--- src/rtl/scriptAddrPkg.sv ---
package scriptAddrPkg;

  // Control-to-datapath strobes
  typedef struct packed {
    logic loadJump;     // capture branch target
    logic loadTbl;      // capture table address and alignment flag
    logic latchParams;  // capture parameter word fields
  } ctlStrobes_t;

  typedef enum logic [0:0] {
    ST_IDLE = 1'b0,
    ST_WAIT = 1'b1
  } addrState_t;

endpackage

--- src/rtl/scriptAddrCtrl.sv ---
module scriptAddrCtrl
  import scriptAddrPkg::*;
(
  input  logic        clk,
  input  logic        rstN,
  input  logic        startReq,
  input  logic        tblMode,
  input  logic        memValid,
  output ctlStrobes_t strobes,
  output logic        memReq,
  output logic        jumpValid,
  output logic        paramReady
);

  addrState_t state, stateNext;
  logic accept;

  // A start is taken only when no table read is pending
  assign accept = startReq && (state == ST_IDLE);

  always_comb begin
    strobes.loadJump    = accept;
    strobes.loadTbl     = accept && tblMode;
    strobes.latchParams = (state == ST_WAIT) && memValid;
  end

  always_comb begin
    stateNext = state;
    case (state)
      ST_IDLE: if (accept && tblMode) stateNext = ST_WAIT;
      ST_WAIT: if (memValid)          stateNext = ST_IDLE;
      default:                        stateNext = ST_IDLE;
    endcase
  end

  always_ff @(posedge clk or negedge rstN) begin
    if (!rstN) begin
      state      <= ST_IDLE;
      jumpValid  <= 1'b0;
      paramReady <= 1'b0;
    end else begin
      state      <= stateNext;
      jumpValid  <= accept;
      paramReady <= strobes.latchParams;
    end
  end

  assign memReq = (state == ST_WAIT);

endmodule

--- src/rtl/scriptAddrDatapath.sv ---
module scriptAddrDatapath
  import scriptAddrPkg::*;
#(
  parameter int ADDR_W     = 32,
  parameter int DISP_W     = 24,
  parameter int FIELD_W    = 8,
  parameter int NUM_FIELDS = 4
) (
  input  logic                        clk,
  input  logic                        rstN,
  input  ctlStrobes_t                 strobes,
  input  logic                        selFamily,
  input  logic                        relMode,
  input  logic [ADDR_W-1:0]           jumpWord,
  input  logic [DISP_W-1:0]           countWord,
  input  logic [ADDR_W-1:0]           instrPtr,
  input  logic [ADDR_W-1:0]           dsBase,
  input  logic [NUM_FIELDS*FIELD_W-1:0] memData,
  output logic [ADDR_W-1:0]           jumpTarget,
  output logic [ADDR_W-1:0]           memAddr,
  output logic                        alignErr,
  output logic [NUM_FIELDS-1:0][FIELD_W-1:0] fields
);

  localparam int EXT_W   = ADDR_W - DISP_W;
  localparam int ALIGN_W = 2;

  logic [ADDR_W-1:0] dispExt, offExt, relSum, tblSum, jumpNext;

  assign dispExt  = {{EXT_W{jumpWord[DISP_W-1]}}, jumpWord[DISP_W-1:0]};
  assign offExt   = {{EXT_W{countWord[DISP_W-1]}}, countWord};
  assign relSum   = instrPtr + dispExt;
  assign tblSum   = dsBase + offExt;
  // Relative mode applies only to the select-family opcodes
  assign jumpNext = (relMode && selFamily) ? relSum : jumpWord;

  always_ff @(posedge clk or negedge rstN) begin
    if (!rstN) begin
      jumpTarget <= '0;
      memAddr    <= '0;
      alignErr   <= 1'b0;
    end else begin
      if (strobes.loadJump) jumpTarget <= jumpNext;
      if (strobes.loadTbl) begin
        memAddr  <= {tblSum[ADDR_W-1:ALIGN_W], {ALIGN_W{1'b0}}};
        alignErr <= |countWord[ALIGN_W-1:0];
      end
    end
  end

  // Field 0 comes from the most significant byte lane
  for (genvar i = 0; i < NUM_FIELDS; i++) begin : g_field
    always_ff @(posedge clk or negedge rstN) begin
      if (!rstN)                   fields[i] <= '0;
      else if (strobes.latchParams) fields[i] <= memData[(NUM_FIELDS-1-i)*FIELD_W +: FIELD_W];
    end
  end

endmodule

--- src/rtl/scriptAddrGen.sv ---
module scriptAddrGen
  import scriptAddrPkg::*;
#(
  parameter int ADDR_W  = 32,
  parameter int DISP_W  = 24,
  parameter int FIELD_W = 8
) (
  input  logic                 clk,
  input  logic                 rstN,
  input  logic                 startReq,
  input  logic                 selFamily,
  input  logic                 relMode,
  input  logic                 tblMode,
  input  logic [ADDR_W-1:0]    jumpWord,
  input  logic [DISP_W-1:0]    countWord,
  input  logic [ADDR_W-1:0]    instrPtr,
  input  logic [ADDR_W-1:0]    dsBase,
  output logic [ADDR_W-1:0]    jumpTarget,
  output logic                 jumpValid,
  output logic                 memReq,
  output logic [ADDR_W-1:0]    memAddr,
  input  logic                 memValid,
  input  logic [4*FIELD_W-1:0] memData,
  output logic [FIELD_W-1:0]   xferCtl,
  output logic [FIELD_W-1:0]   targetId,
  output logic [FIELD_W-1:0]   syncOffset,
  output logic [FIELD_W-1:0]   syncPeriod,
  output logic                 paramReady,
  output logic                 alignErr
);

  localparam int NUM_FIELDS = 4;

  ctlStrobes_t strobes;
  logic [NUM_FIELDS-1:0][FIELD_W-1:0] fields;

  scriptAddrCtrl uCtrl (
    .clk        (clk),
    .rstN       (rstN),
    .startReq   (startReq),
    .tblMode    (tblMode),
    .memValid   (memValid),
    .strobes    (strobes),
    .memReq     (memReq),
    .jumpValid  (jumpValid),
    .paramReady (paramReady)
  );

  scriptAddrDatapath #(
    .ADDR_W     (ADDR_W),
    .DISP_W     (DISP_W),
    .FIELD_W    (FIELD_W),
    .NUM_FIELDS (NUM_FIELDS)
  ) uData (
    .clk        (clk),
    .rstN       (rstN),
    .strobes    (strobes),
    .selFamily  (selFamily),
    .relMode    (relMode),
    .jumpWord   (jumpWord),
    .countWord  (countWord),
    .instrPtr   (instrPtr),
    .dsBase     (dsBase),
    .memData    (memData),
    .jumpTarget (jumpTarget),
    .memAddr    (memAddr),
    .alignErr   (alignErr),
    .fields     (fields)
  );

  assign xferCtl    = fields[0];
  assign targetId   = fields[1];
  assign syncOffset = fields[2];
  assign syncPeriod = fields[3];

endmodule

--- config.mk ---
export PLATFORM = sky130hd
export DESIGN_NAME = scriptAddrGen
export DESIGN_NICKNAME = d
export VERILOG_FILES = /design/src/rtl/scriptAddrPkg.sv /design/src/rtl/scriptAddrCtrl.sv /design/src/rtl/scriptAddrDatapath.sv /design/src/rtl/scriptAddrGen.sv
export SDC_FILE = /design/constraint.sdc
export NUM_CORES = 1
export LEC_CHECK = 0
export ABC_AREA = 0
export BUFFER_PORTS_ARGS = -buffer_cell sky130_fd_sc_hd__buf_2
export CORE_AREA = 2 2 86 171
export DETAILED_ROUTE_END_ITERATION = 12
export DIE_AREA = 0 0 88 173
export PLACE_DENSITY = 0.79
export SYNTH_ARGS = -nofsm -noshare
export SYNTH_HDL_FRONTEND = slang
export SYNTH_HIERARCHICAL = 1
export SYNTH_SLANG_ARGS = --single-unit
--- constraint.sdc ---
create_clock -name clk -period 1.8 [get_ports clk]
set_clock_uncertainty 0.05 [all_clocks]
set_input_delay 0.09 -clock clk [delete_from_list [all_inputs] [get_ports clk]]
set_output_delay 0.09 -clock clk [all_outputs]
set_load 0.03 [all_outputs]
==> results_dict.tcl, run 1 <==
set metrics [dict create \
    overflow 0 \
    die_w_um 88 \
    cpMaxStageDelayCell "fa_2" \
    nets 1463 \
    power_mw 10.8 \
    fmax_ghz 0.478 \
    die_height_um 173 \
    hold_ws_ns 0.00946 \
    core_area_um2 13800 \
    final_area_um2 12000 \
    crit_path_frequent_cell "a21oi_2" \
    vdd_ir_drop_max_mv 0.611 \
    start_util_pct 50.7 \
    powerDensity_nw_per_um2 899 \
    setup_viol 34 \
    final_cell_mix "buf_2, buf_4, dfrtp_1" \
    synth_cell_types 67 \
    ant_nets 0 \
    cp.required_ns 1.99 \
    outcome "complete, but fails checks" \
    cp-startpoint "jumpWord[0]" \
    endpoint "uData/jumpTarget[30]$_DFFE_PN0P_" \
    routabilityCongestion 0.980 \
    slew_violations 0 \
    worstMarginPinSlew_ns 0.660 \
    grt_pass1_vias 9065 \
    setup_ws_ns -0.294 \
    relSlewSlack_pct 55.5 \
    clkLatencyLatePin_ns 0.36 \
    min_path_type "in2reg" \
    placed_cell_area_um2 10100 \
    finalCritPeriodShare_pct 116 \
    synth-seq-area-share_pct 35.0 \
    cp.arrival_ns 2.28 \
    clk_transition_reported_paths_ns 0.08 \
    grt_max_degree 55 \
    io_pins 259 \
    clk_path_buf_depth 2 \
    grt_pass1_wl_um 45800 \
    dp_cells 1343 \
    synth_area_per_cell_um2 9.32 \
    stdcell_count 1440 \
    syn2layout_area_growth_pct 72.1 \
    start_kind "primary input" \
    finalSetupTns_ns -4.59 \
    drc 0 \
    num_vias 8977 \
    fin_crit_ns 2.09 \
    critPathMaxStageDelay_ns 0.38 \
    detail_route.wl_per_cell_um 23.3 \
    reg2reg_to "uData/jumpTarget[29]$_DFFE_PN0P_" \
    io_buffers 256 \
    ys_seq_elements 98 \
    hold_violations 0 \
    drive_above_1_share_pct 54.1 \
    path_cells "buf_8 -> ha_4 -> fa_2 -> a21oi_2 -> o211a_1 -> o211ai_2 -> a21oi_2 -> o31a_1 -> o21ai_2 -> mux2i_1 -> a311o_1" \
    final_common_cell "buf_2" \
    crit_fanout 3 \
    rr_startpoint "uCtrl/memReq$_DFF_PN0_" \
    cts_made_buffers 9 \
    cts.htree.levels 3 \
    path_class "in2reg" \
    cap_violations 0 \
    synth_edf_count 0 \
    syn_area_um2 7000 \
    drtPass1Iterations 7 \
    cts-root-buf "clkbuf_16" \
    grt_use_total_pct 39.1 \
    dp_hpwl_um 20100 \
    wl_um 33600 \
    synthArstFlopShare_pct 100 \
    leakage_nw 5.70 \
    clock-sinks 98 \
    yosys_warnings 6 \
    r2r_cells 4 \
    ys.flop_type "dfrtp_1" \
    viasPerCell 6.23 \
    r2r_slack_ns 0.05 \
    synth_cells 751 \
    std_cell_rows 61 \
    critPathCaptureType "flip-flop" \
    drt_iter0_drc 689 \
    antenna_found_initial 3 \
    rsz0062_at_grt "yes" \
    cts_tree "yes" \
    violations "setup timing" \
    dieArea_um2 15200 \
]
==> worst min-delay path by stage <==
| stage | end | startpoint | depth (start not counted) | slack, ns |
|---|---|---|---|---|
| 2_1_floorplan | uCtrl/jumpValid$_DFF_PN0_ | rstN | 0 | -0.26 |
| 3_3_place_gp | uData/jumpTarget[8]$_DFFE_PN0P_ | rstN | 1 | -0.08 |
| 3_5_place_dp | uData/jumpTarget[7]$_DFFE_PN0P_ | rstN | 1 | -0.08 |
| 4_1_cts | uData/jumpTarget[14]$_DFFE_PN0P_ | jumpWord[14] | 3 | 0.0008 |
| 5_1_grt | uData/jumpTarget[3]$_DFFE_PN0P_ | jumpWord[3] | 3 | 0.04 |
| 6_report | uData/jumpTarget[4]$_DFFE_PN0P_ | jumpWord[4] | 3 | 0.009 |
==> cell type report <==
| class | count | area [µm²] |
|---|---|---|
| repair buffers | 514 | 3560 |
| clock buffers | 10 | 239 |
| flip-flops and latches | 98 | 2450 |
| clock inverters | 6 | 78.8 |
| inverters | 18 | 67.6 |
| fillers | 608 | 1770 |
| diodes | 4 | 10.0 |
| multi-input cells | 601 | 5400 |
| well taps | 189 | 236 |
==> cells in the mapped netlist, drive strengths merged, types with 18 or more instances <==
cell	instances	area, µm²
dfrtp	98	2450
xnor2	34	298
a21o	31	233
a21oi	70	350
nand2	65	244
o21ai	33	169
a31oi	26	163
clkbuf	21	78.8
ha	61	763
nand3	20	100
mux2	51	574
nor2	59	221
inv	18	67.6
==> critical path: cells and delay by family <==
family | cells | cell delay (ns)
AO/OA/AOI/OAI | 7 | 1.42
adder cells (fa/ha/maj) | 2 | 0.53
multiplexers | 1 | 0.13
buffers and inverters | 1 | 0.10
==> cells by family (layout without fill, tap and decap cells) <==
kind of cell | after synthesis | count (layout) | synth area share, %
multiplexers | 57 | 57 | 9.06
adder cells (fa/ha/maj) | 62 | 62 | 11.2
AO/OA/AOI/OAI | 231 | 231 | 22.1
AND/OR/NAND/NOR | 203 | 203 | 13.7
other | 1 | 6 | 0.0536
buffers and inverters | 53 | 548 | 3.06
XOR/XNOR | 46 | 46 | 5.76
flip-flops | 98 | 98 | 35.0
==> power by group <==
part / switching (mW) / internal, mW
logic: 3.27 / 2.29
registers: 0.362 / 2.74
clock network: 1.02 / 1.16
total: 4.65 / 6.19
==> repair_timing <==
action / in CTS / in global routing
pin swaps: 44 / 70
buffers inserted: 14 / 14
endpoints found under the setup margin: 32 / 37
hold buffers: 52 / 0
resized for setup: 78 / 75
endpoints found under the hold margin: 148 / 0
==> stage by stage <==
stage | setup WS, ns | utilization, %
2_1_floorplan | -0.304 | -
3_3_place_gp | -0.544 | 73.4
3_5_place_dp | -0.636 | 73.4
4_1_cts | -0.165 | 83.5
5_1_grt | -0.321 | 87.2
6_report | -0.294 | 87.2
==> registers in the layout (all words and copies together) (netlist names) <==
register          flops
uData/fields         32
uData/jumpTarget     32
uData/memAddr        30
uCtrl/jumpValid       1
uCtrl/memReq          1
uCtrl/paramReady      1
uData/alignErr        1
==> metal layers <==
metal	track usage (%)	wire length [µm]	up-vias	share of wire (%)
met1	37.7	10500	4252	31
met2	72.0	17300	710	51
met4	27.2	3140	0	9.3
met5	0	0	-	0
met3	5.78	2640	261	7.9
li1	-	-	3754	-
Power figures use the tool's default switching activity.
==> inputs of run 2 (changes only) <==
clock period = 2.35 ns   (was 1.8 ns; I/O delays follow)
==> results_dict.tcl, run 2 (synthesis gave the netlist of run 1 again) <==
set metrics [dict create \
    finalCritPeriodShare_pct 99.0 \
    cp.arrival_ns 2.51 \
    num-fill-cells 1058 \
    cts-root-buf "clkbuf_16" \
    grt_pass1_wl_um 37700 \
    vdd_ir_drop_max_mv 0.383 \
    slew_violations 0 \
    outcome "complete, no violations" \
    final_cell_mix "buf_2, buf_4, dfrtp_1" \
    path_class "in2reg" \
    ant_nets 0 \
    num_vias 7547 \
    drt_iter0_drc 329 \
    cpMaxStageDelayCell "dlygate4sd3_1" \
    fmax_ghz 0.430 \
    clkLatencyLatePin_ns 0.35 \
    core_area_um2 13800 \
    antenna_found_initial 0 \
    finalSetupTns_ns 0 \
    rsz0062_at_grt "yes" \
    relSlewSlack_pct 63.5 \
    wl_um 24600 \
    grt_use_total_pct 32.2 \
    cp.required_ns 2.54 \
    clk_path_buf_depth 2 \
    crit_buf_inv 3 \
    cts_made_buffers 9 \
    cts_tree "yes" \
    diodes 0 \
    detail_route.wl_per_cell_um 18.5 \
    nets 1354 \
    hold_violations 0 \
    setup_viol 0 \
    io_pins 259 \
    start_kind "primary input" \
    start_util_pct 50.7 \
    grt_pass1_vias 7926 \
    multi_input_area_um2 4360 \
    grt_max_degree 53 \
    clock-sinks 98 \
    critPathMaxStageDelay_ns 0.52 \
    cpLargestDelayFamily "compound AO/OA/AOI/OAI gates" \
    hold_ws_ns 0.0209 \
    drtPass1Iterations 5 \
    cp-startpoint "jumpWord[11]" \
    fin_crit_ns 2.33 \
    die_w_um 88 \
    std_cell_rows 61 \
    path_cells "dlygate4sd3_1 -> buf_2 -> ha_1 -> inv_1 -> and3_4 -> a211oi_2 -> a21oi_2 -> o31a_1 -> o21ai_2 -> mux2i_1 -> a311o_1" \
    drive_above_1_share_pct 38.8 \
    powerDensity_nw_per_um2 719 \
    leakage_nw 4.92 \
    dp_hpwl_um 19100 \
    crit_fanout 4 \
    final_common_cell "buf_2" \
    clk_transition_reported_paths_ns 0.07 \
    cap_violations 0 \
    cts.htree.levels 3 \
    drc 0 \
    routabilityCongestion 1.00 \
    critPathCaptureType "flip-flop" \
    io_buffers 256 \
    seq_area_um2 2450 \
    dieArea_um2 15200 \
    min-delay-start "jumpWord[1]" \
    overflow 0 \
    worstMarginPinSlew_ns 0.542 \
    viasPerCell 5.69 \
    largestRegisters "uData/fields: 32 flops, uData/jumpTarget: 32 flops, uData/memAddr: 30 flops" \
    min_path_type "in2reg" \
    syn2layout_area_growth_pct 42.4 \
    rr_startpoint "uCtrl/memReq$_DFF_PN0_" \
    die_height_um 173 \
    postCtsSetupRepairBufs 0 \
]
==> run 2: changes by cell type in the layout (fill, tap and decap cells not counted), moves of 11 or more <==
cell     before  now
ha_4         30    0
xnor2_2      11    0
ha_1         27   61
buf_6        21    0
buf_4       194   98
xnor2_1      23   34
a21oi_2      18    2
a21oi_1      51   68
buf_2       239  255
==> run 2: worst register-to-register path: stages (launching register included) <==
cell and delay, ns:
dfrtp_1 0.47, and2_1 0.16, buf_4 0.40, mux2_2 0.44
==> run 2: routing by layer <==
| metal | up-vias | global-route usage (%) | wire (µm) |
|---|---|---|---|
| met2 | 372 | 61.5 | 13700 |
| met3 | 137 | 4.63 | 1260 |
| met5 | - | 0 | 0 |
| met4 | 0 | 23.8 | 1950 |
| met1 | 3521 | 28.4 | 7640 |
| li1 | 3517 | - | - |
==> run 2: repair_timing <==
action	4_1_cts	5_1_grt
resized for setup	0	3
hold endpoints to repair	75	0
hold buffers	49	0
setup endpoints to repair	0	10
==> run 2: final timing paths <==
check | to | slack, ns | cells past startpoint
worst max-delay path | uData/jumpTarget[30]$_DFFE_PN0P_ | 0.02 | 11
max in group asynchronous | uCtrl/memReq$_DFF_PN0_ | 1.41 | 3
worst min-delay path | uData/jumpTarget[1]$_DFFE_PN0P_ | 0.02 | 3
min in group asynchronous | uData/memAddr[31]$_DFFE_PN0P_ | 0.19 | 2
worst min register to register | uData/memAddr[30]$_DFFE_PN0P_ | 0.43 | 2
worst max register to register | uData/fields[19]$_DFFE_PN0P_ | 0.72 | 3
==> run 2: area by class of cell <==
cell class              count  area share [%]
clock buffers              11            2.44
clock inverters             5           0.402
inverters                  18           0.678
multi-input cells         601            43.8
flip-flops and latches     98            24.6
well taps                 189            2.37
repair buffers            405            25.7
==> run 2: metrics by stage <==
step	setup slack (ns)	power [mW]	instance area [µm²]	utilization, %	instances
floorplan	0.0192	4.40	7010	-	752
global placement	-0.252	5.55	9180	66.4	1262
detailed placement	-0.302	5.63	9180	66.4	1262
CTS	0.0338	7.16	9950	72.0	1327
global route	-0.0585	7.53	9970	72.1	1327
finish	0.0237	7.16	9970	72.1	1327
==> run 2: power breakdown <==
part	switching, mW	total [mW]	internal [mW]	leakage, nW
Combinational	2.06	3.39	1.32	3.64
Clock	0.700	1.45	0.753	0.128
Sequential	0.223	2.32	2.10	1.15
==> inputs of run 3 (changes only) <==
CORE_AREA = 2 2 115 128   (was 2 2 86 171)
DIE_AREA = 0 0 117 130   (was 0 0 88 173)
==> results_dict.tcl, run 3 (synthesis gave the netlist of run 1 again) <==
set metrics [dict create \
    switching_share_pct 41.3 \
    num-fill-cells 1060 \
    io_pins 259 \
    relSlewSlack_pct 62.1 \
    grt_use_total_pct 27.0 \
    fin_crit_ns 2.27 \
    diodes 0 \
    grt_pass1_vias 7000 \
    cts.htree.levels 3 \
    io_buffers 256 \
    drive_above_1_share_pct 38.1 \
    pwr-share-clk_pct 21.1 \
    wl_um 21500 \
    worstMarginPinSlew_ns 0.563 \
    start_util_pct 49.6 \
    std_cell_rows 46 \
    grt_pass1_wl_um 32700 \
    net-switching-power_mw 2.93 \
    drt_iter0_drc 410 \
    min_path_type "in2reg" \
    slew_violations 0 \
    final_common_cell "buf_2" \
    intPower_mw 4.18 \
    overflow 0 \
    nets 1339 \
    fmax_ghz 0.440 \
    clock-sinks 98 \
    critPathMaxStageDelay_ns 0.56 \
    die_w_um 117 \
    cts-root-buf "clkbuf_16" \
    clk_path_buf_depth 2 \
    pre_cts_slack_ns -0.249 \
    cpMaxStageDelayCell "nor4_1" \
    vdd_ir_drop_max_mv 0.335 \
    cap_violations 0 \
    antenna_found_initial 0 \
    cpLargestDelayFamily "simple AND/OR/NAND/NOR gates" \
    setup_viol 0 \
    outcome "complete, no violations" \
    finalCritPeriodShare_pct 96.7 \
    clk_transition_reported_paths_ns 0.08 \
    cp.arrival_ns 2.50 \
    core_area_um2 14100 \
    pwr-share-seq_pct 32.7 \
    cp.required_ns 2.57 \
    path_class "in2reg" \
    dieArea_um2 15200 \
    leakage_nw 4.85 \
    die_height_um 130 \
    hold_violations 0 \
    largestRegisters "uData/fields: 32 flops, uData/jumpTarget: 32 flops, uData/memAddr: 30 flops" \
    num_vias 7261 \
    setup_ws_ns 0.0765 \
    ant_nets 0 \
    drc 0 \
    final_cell_mix "buf_2, dfrtp_1, buf_4" \
    routabilityCongestion 0.972 \
    start_kind "primary input" \
    crit_fanout 3 \
    cts_tree "yes" \
    path_cells "dlygate4sd3_1 -> buf_2 -> ha_2 -> o21ai_0 -> nor4_1 -> o21ai_2 -> o21ai_1 -> nand4b_1 -> o211ai_1" \
    drtPass1Iterations 5 \
    grt_max_degree 60 \
    syn2layout_area_growth_pct 41.1 \
    crit_buf_inv 2 \
    viasPerCell 5.52 \
    detail_route.wl_per_cell_um 16.3 \
    dp_hpwl_um 15500 \
    combinationalPowerShare_pct 46.2 \
    powerDensity_nw_per_um2 720 \
    critPathCaptureType "flip-flop" \
    cts_made_buffers 9 \
    clkLatencyLatePin_ns 0.35 \
    finish.utilization_pct 70.0 \
]
run 3: changes by cell type in the layout (fill, tap and decap cells not counted), sizes merged:
cell	previous run	this run
buf	356	338
clkinvlp	3	2
dlygate4sd3	49	52
inv	18	22
clkbuf	11	10
clkinv	2	0
run 3: metrics by stage:
step / total power, mW / cells / TNS, ns / area (µm²) / hold WS, ns
6_report: 7.11 / 1315 / 0 / 9870 / 0.0279
2_1_floorplan: 4.40 / 752 / 0 / 7010 / -0.228
3_5_place_dp: 5.51 / 1245 / -3.43 / 9020 / 0.106
3_3_place_gp: 5.44 / 1245 / -1.97 / 9020 / 0.0985
5_1_grt: 7.50 / 1315 / -0.0341 / 9870 / 0.0233
4_1_cts: 7.09 / 1313 / 0 / 9840 / 0.00872
run 3: final timing paths:
check,start,end,slack (ns),cells past startpoint
worst max-delay path,jumpWord[11],uData/jumpTarget[27]$_DFFE_PN0P_,0.08,9
worst min-delay path,jumpWord[23],uData/jumpTarget[23]$_DFFE_PN0P_,0.03,3
worst max register to register,uCtrl/memReq$_DFF_PN0_,uData/fields[10]$_DFFE_PN0P_,0.60,3
worst min register to register,uData/memAddr[15]$_DFFE_PN0P_,uData/memAddr[15]$_DFFE_PN0P_,0.45,1
max in group asynchronous,rstN,uData/jumpTarget[7]$_DFFE_PN0P_,1.28,3
min in group asynchronous,rstN,uData/alignErr$_DFFE_PN0P_,0.27,2
run 3: area by class of cell:
cell class                 count  area (µm²)  share of cell area (%)
tap                          192         240                    2.43
multi-input combinational    601        4370                    44.3
inverter                      18        67.6                   0.684
sequential                    98        2450                    24.8
clock buffer                  10         239                    2.42
clock inverter                 6        57.6                   0.583
timing repair buffer         390        2440                    24.8
run 3: worst reg2reg max path, stage by stage (launching register included):
cell	delay [ns]
dfrtp_1	0.47
and2_1	0.49
buf_12	0.25
mux2_2	0.37
run 3: power groups by stage:
| stage | Combinational (mW) | Sequential, mW | Clock [mW] |
|---|---|---|---|
| 2_1_floorplan | 1.22 | 3.17 | 0 |
| 3_3_place_gp | 3.11 | 2.33 | 0 |
| 3_5_place_dp | 3.17 | 2.34 | 0 |
| 4_1_cts | 3.25 | 2.31 | 1.53 |
| 5_1_grt | 3.53 | 2.37 | 1.60 |
| 6_report | 3.29 | 2.32 | 1.50 |
run 3: what timing repair did:
action,CTS,global route
buffers inserted,0,2
endpoints found under the hold margin,89,0
hold buffers,52,0
setup endpoints to repair,0,10
gates resized for setup,0,7
run 3: layer usage:
metal  global-route usage (%)  routed length (µm)  vias to the layer above  part of all wire, %
li1                         -                   -                     3500                    -
met1                     32.1                8530                     3384                   40
met2                     48.0               10700                      334                   50
met3                     5.99                1750                       43                  8.2
met4                     9.41                 498                        0                  2.3
met5                        0                   0                        -                    0
